`config.mk`:
```
export PLATFORM = sky130hd
export DESIGN_NAME = cpu_sleep_seq
export DESIGN_NICKNAME = d
export VERILOG_FILES = /design/src/rtl/sleep_seq_pkg.sv /design/src/rtl/sleep_seq_ctrl.sv /design/src/rtl/sleep_seq_dpath.sv /design/src/rtl/cpu_sleep_seq.sv
export SDC_FILE = /design/constraint.sdc
export NUM_CORES = 1
export LEC_CHECK = 0
export ABC_CLOCK_PERIOD_IN_PS = 2600
export BUFFER_PORTS_ARGS = -buffer_cell sky130_fd_sc_hd__buf_2
export CORE_MARGIN = 4
export CORE_UTILIZATION = 40
export CTS_BUF_LIST = sky130_fd_sc_hd__clkbuf_4
export CTS_CLUSTER_DIAMETER = 200
export DETAILED_ROUTE_END_ITERATION = 10
export GPL_ROUTABILITY_DRIVEN = 0
export PLACE_DENSITY_LB_ADDON = 0.08
export SYNTH_ARGS = -nofsm -noshare
export SYNTH_HDL_FRONTEND = slang
export SYNTH_SLANG_ARGS = --single-unit
```
`constraint.sdc`:
```
create_clock -name clk -period 2.6 [get_ports clk]
set_clock_uncertainty 0.2 [all_clocks]
set_input_delay 0.39 -clock clk [delete_from_list [all_inputs] [get_ports clk]]
set_output_delay 0.39 -clock clk [all_outputs]
set_load 0.02 [all_outputs]
```
`src/rtl/sleep_seq_pkg.sv`:
```
package sleep_seq_pkg;

  typedef enum logic [2:0] {
    ST_IDLE    = 3'd0,
    ST_WAITGNT = 3'd1,
    ST_COUNT   = 3'd2,
    ST_SLEEP   = 3'd3,
    ST_WAKE    = 3'd4
  } seqState_t;

  // strobes from control to datapath
  typedef struct packed {
    logic clrCnt;
    logic incCnt;
    logic setStop;
    logic clrStop;
    logic setSleep;
    logic clrSleep;
  } seqStrobes_t;

endpackage

```
`src/rtl/sleep_seq_ctrl.sv`:
```
module sleep_seq_ctrl
  import sleep_seq_pkg::*;
(
  input  logic        clk,
  input  logic        rst_n,
  input  logic        sleepReq,
  input  logic        sleepEnable,
  input  logic        stopGrant,
  input  logic        wakeReq,
  input  logic        cntDone,
  output seqStrobes_t strobes
);

  seqState_t state, stateNext;

  always_ff @(posedge clk or negedge rst_n) begin
    if (!rst_n) state <= ST_IDLE;
    else        state <= stateNext;
  end

  always_comb begin
    stateNext = state;
    strobes   = '0;
    unique case (state)
      ST_IDLE: begin
        // wake has priority over a simultaneous entry request
        if (sleepReq && !wakeReq) begin
          strobes.setStop = 1'b1;
          strobes.clrCnt  = 1'b1;
          stateNext       = ST_WAITGNT;
        end
      end
      ST_WAITGNT: begin
        if (wakeReq) begin
          strobes.clrSleep = 1'b1;
          stateNext        = ST_WAKE;
        end else if (stopGrant) begin
          strobes.clrCnt = 1'b1;
          stateNext      = ST_COUNT;
        end
      end
      ST_COUNT: begin
        // later acknowledges are not looked at here
        if (wakeReq) begin
          strobes.clrSleep = 1'b1;
          stateNext        = ST_WAKE;
        end else if (cntDone && sleepEnable) begin
          strobes.setSleep = 1'b1;
          stateNext        = ST_SLEEP;
        end else begin
          strobes.incCnt = 1'b1;
        end
      end
      ST_SLEEP: begin
        if (wakeReq) begin
          strobes.clrSleep = 1'b1;
          stateNext        = ST_WAKE;
        end
      end
      ST_WAKE: begin
        strobes.clrStop = 1'b1;
        strobes.clrCnt  = 1'b1;
        stateNext       = ST_IDLE;
      end
      default: stateNext = ST_IDLE;
    endcase
  end

endmodule

```
`src/rtl/sleep_seq_dpath.sv`:
```
module sleep_seq_dpath
  import sleep_seq_pkg::*;
#(
  parameter int WAIT_CLKS = 60,
  parameter int CNT_W     = 6
) (
  input  logic        clk,
  input  logic        rst_n,
  input  seqStrobes_t strobes,
  input  logic        supplyGood,
  input  logic        regGood,
  input  logic        speedTransition,
  output logic        cntDone,
  output logic        stopClkN,
  output logic        sleepN,
  output logic        cpuPowerGood
);

  localparam logic [CNT_W-1:0] CNT_LIMIT = CNT_W'(WAIT_CLKS);

  logic [CNT_W-1:0] waitCnt;

  assign cntDone = (waitCnt == CNT_LIMIT);

  // saturating delay counter
  always_ff @(posedge clk or negedge rst_n) begin
    if (!rst_n)                           waitCnt <= '0;
    else if (strobes.clrCnt)              waitCnt <= '0;
    else if (strobes.incCnt && !cntDone)  waitCnt <= waitCnt + 1'b1;
  end

  always_ff @(posedge clk or negedge rst_n) begin
    if (!rst_n)                stopClkN <= 1'b1;
    else if (strobes.setStop)  stopClkN <= 1'b0;
    else if (strobes.clrStop)  stopClkN <= 1'b1;
  end

  always_ff @(posedge clk or negedge rst_n) begin
    if (!rst_n)                 sleepN <= 1'b1;
    else if (strobes.clrSleep)  sleepN <= 1'b1;
    else if (strobes.setSleep)  sleepN <= 1'b0;
  end

  assign cpuPowerGood = speedTransition | (supplyGood & regGood);

endmodule

```
`src/rtl/cpu_sleep_seq.sv`:
```
module cpu_sleep_seq
  import sleep_seq_pkg::*;
#(
  parameter int WAIT_CLKS = 60
) (
  input  logic clk,
  input  logic rst_n,
  input  logic sleepReq,
  input  logic sleepEnable,
  input  logic stopGrant,
  input  logic wakeReq,
  input  logic supplyGood,
  input  logic regGood,
  input  logic speedTransition,
  output logic stopClkN,
  output logic sleepN,
  output logic cpuPowerGood
);

  localparam int CNT_BITS = $clog2(WAIT_CLKS + 1);
  localparam int CNT_W    = (CNT_BITS > 6) ? CNT_BITS : 6;

  seqStrobes_t strobes;
  logic        cntDone;

  sleep_seq_ctrl ctrl_i (
    .clk         (clk),
    .rst_n       (rst_n),
    .sleepReq    (sleepReq),
    .sleepEnable (sleepEnable),
    .stopGrant   (stopGrant),
    .wakeReq     (wakeReq),
    .cntDone     (cntDone),
    .strobes     (strobes)
  );

  sleep_seq_dpath #(
    .WAIT_CLKS (WAIT_CLKS),
    .CNT_W     (CNT_W)
  ) dpath_i (
    .clk             (clk),
    .rst_n           (rst_n),
    .strobes         (strobes),
    .supplyGood      (supplyGood),
    .regGood         (regGood),
    .speedTransition (speedTransition),
    .cntDone         (cntDone),
    .stopClkN        (stopClkN),
    .sleepN          (sleepN),
    .cpuPowerGood    (cpuPowerGood)
  );

endmodule

```
==> summary.md <==
| Metric | Value |
|---|---|
| Worst-path fanout max | 6 |
| Maximum clock path buffer count | 2 |
| Adder-cell area share of the yosys netlist | 4.26% |
| Hold Path Class | in2reg |
| Endpoints failing setup | 0 |
| Xor/xnor share of the synthesized area | 2.98% |
| Yosys cell types | 26 |
| Main combinational cell family by area after synthesis | simple AND/OR/NAND/NOR gates |
| FF+latch count, synth | 11 |
| Port Buffers | 11 |
| Cell Pwr Density | 573 nW/µm² |
| Critical hold path startpoint | wakeReq |
| Rel. slew slack | 67.3% |
| Clock transition at path regs | 0.07 ns |
| Drt wl/cell | 12.8 µm |
| Crit path required time | 2.59 ns |
| Post-synth EDFFs | 0 |
| Period utilization | 73.4% |
| Total Routing Usage GR | 12.9% |
| Vias in the first global route | 482 |
| Syn Nets | 68 |
| Cell type with the largest total area after synthesis | dfrtp_1 |
| Post-CTS Setup Bufs | 0 |
| Leak | 0.323 nW |
| CTS Buf Count | 3 |
| DRC viols | 0 |
| Mux cell area share after synthesis | 5.11% |
| Ys async rst share | 100% |
| Initial DRC Count | 3 |
| Initial Util | 43.6% |
| Top cells by area, synth | dfrtp_1 38%, dfstp_2 8.9%, mux2i_1 5.1%, ha_1 4.3%, a21o_1 3.8% |
| Fillers | 127 |
| Min Hold Slack | 0.143 ns |
| CP Launch Type | register |
| Synth Cell Area | 588 µm² |
| Measured slew at the worst slew-check pin | 0.489 ns |
| DP Wirelength | 844 µm |
| Nets@finish | 85 |
| DIE AREA | 2150 µm² |
| Synthesized instance count | 57 |
| Worst r2r src | ctrl_i.state[2] |
| Total number of vias | 455 |
| Site Rows | 13 |
| Vias per inst | 5.17 |
| Area Overhead vs Synth | 19.4% |
| Worst skew pair latency | 0.27 ns |
| R2r worst-path depth | 4 |
| Yosys top cell area share | 38.3% |
| Hold path endpoint | ctrl_i.state[1] |
| Register area share after synthesis | 47.2% |
| Die Y | 46.3 µm |
| Ys flop type | dfrtp_1 |
| Resized cells post-CTS | 0 |
| Max Clock Freq | 0.524 GHz |
| Die W | 46.3 µm |
| Root Driver | clkbuf_4 |
| Unrepaired setup endpoints after global routing | no |
| Post-synth top cells | 9 x dfrtp_1, 6 x nor2_1, 4 x inv_1 |
| Final Hold Viols | 0 |
| Top-count cell post-synth | dfrtp_1 |
| Pins Over Slew Limit | 0 |
| Ports | 12 |
| N_diodes | 0 |
| Fraction of layout cells with a size suffix above 1 | 28.8% |
| Clock H-tree levels | 1 |
| Syn. warnings | 0 |
| Initial DRT Pass Iterations | 4 |
| Routed WL | 1120 µm |
| First-pass GRT wire length | 1930 µm |
| Crit end category | register |
| Minimum clock period | 1.91 ns |
| Post-synthesis compound-gate area fraction | 13.2% |
| Reg2reg setup slack | 0.69 ns |
| Status | completed |
| Max_cap viols | 0 |
| R2r endpoint | dpath_i.waitCnt[5] |
| Setup CP Type | reg2reg |
| Antenna-violating nets left | 0 |
| CTS tree | done |
| Sum Neg Setup Slack | 0 ns |
| Clk sinks | 11 |
| VDD IR-drop max | 326 µV |
| Initial antenna violation count | 0 |
| Area occupied by multi-input gates | 295 µm² |
| Worst EP arrival | 1.90 ns |
| Simple-gate share of the synthesized area | 24.7% |
| WHS Path Cells | 2 |
| GRT Residual Overflow | 0 |
| Largest net degree at the start of global routing | 12 |
| Storage element area | 278 µm² |
| CORE AREA | 1350 µm² |
| Mean post-synth cell area | 10.3 µm² |
==> cells by family after synthesis <==
logic type	Yosys count
multiplexers	3
XOR/XNOR	2
flip-flops	11
AO/OA/AOI/OAI	11
AND/OR/NAND/NOR	24
buffers and inverters	4
adder cells (fa/ha/maj)	2
==> per-layer routing <==
layer,GRT usage [%],vias up,wire length (µm)
met5,0,-,0
met4,8.52,0,7
met3,2.34,2,67
met2,20.1,13,498
met1,16.1,207,548
li1,-,233,-
==> power breakdown <==
group	internal, mW	switching (mW)	leakage (nW)
clock network	0.0698	0.0584	0.0184
logic	0.0303	0.0384	0.160
registers	0.190	0.0157	0.145
total	0.290	0.113	0.323
==> through the flow <==
| stage | setup WS, ns | area [µm²] | total power [mW] | util (%) | instances |
|---|---|---|---|---|---|
| floorplan | 0.780 | 588 | 0.251 | - | 57 |
| global placement | 0.654 | 662 | 0.276 | 49.0 | 83 |
| detailed placement | 0.628 | 662 | 0.278 | 49.0 | 83 |
| CTS | 0.686 | 702 | 0.410 | 52.0 | 88 |
| global route | 0.577 | 702 | 0.428 | 52.0 | 88 |
| finish | 0.691 | 702 | 0.402 | 52.0 | 88 |
==> cell type report <==
type | count | area share [%]
clock buffer | 4 | 4.28
multi-input combinational | 42 | 42.1
timing repair buffer | 12 | 9.27
tap | 15 | 2.67
sequential | 11 | 39.6
inverter | 4 | 2.14
==> registers in the layout (all words and copies together) (netlist names) <==
name,cells
dpath_i.sleepN,1
ctrl_i.state,3
dpath_i.stopClkN,1
dpath_i.waitCnt,6
==> cell usage in the layout, fill, tap and decap left out, types with 2 or more instances in the layout <==
master	Yosys	final
xnor2_1	2	2
nand2_1	3	3
buf_2	0	11
dfrtp_1	9	9
clkbuf_4	0	4
a21oi_1	3	3
dfstp_2	2	2
ha_1	2	2
mux2i_1	3	3
a21o_1	3	3
nand2b_1	2	2
and3_1	2	2
nand3_1	3	3
inv_1	4	4
nor2_1	6	6
==> critical path, cell delays in order, from the launching register on <==
cell      delay (ns)
dfrtp_1         0.43
or4b_4          0.57
a211oi_2        0.26
and3_1          0.21
mux2i_1         0.17
==> how the worst max path moves through the flow <==
stage,startpoint,endpoint,slack [ns],cells after the start
after CTS,ctrl_i.state[2],dpath_i.waitCnt[5],0.69,4
after global placement,wakeReq,dpath_i.waitCnt[5],0.65,5
final,ctrl_i.state[2],dpath_i.waitCnt[5],0.69,4
after floorplan,ctrl_i.state[2],dpath_i.waitCnt[5],0.78,4
after global routing,ctrl_i.state[0],dpath_i.waitCnt[5],0.58,4
after detailed placement,wakeReq,dpath_i.waitCnt[5],0.63,5
==> repair_timing <==
item | in CTS | in global routing
hold endpoints to repair | 9 | 0
endpoints found under the setup margin | 0 | 0
hold buffers | 1 | 0
(Power assumes the default switching activity.)
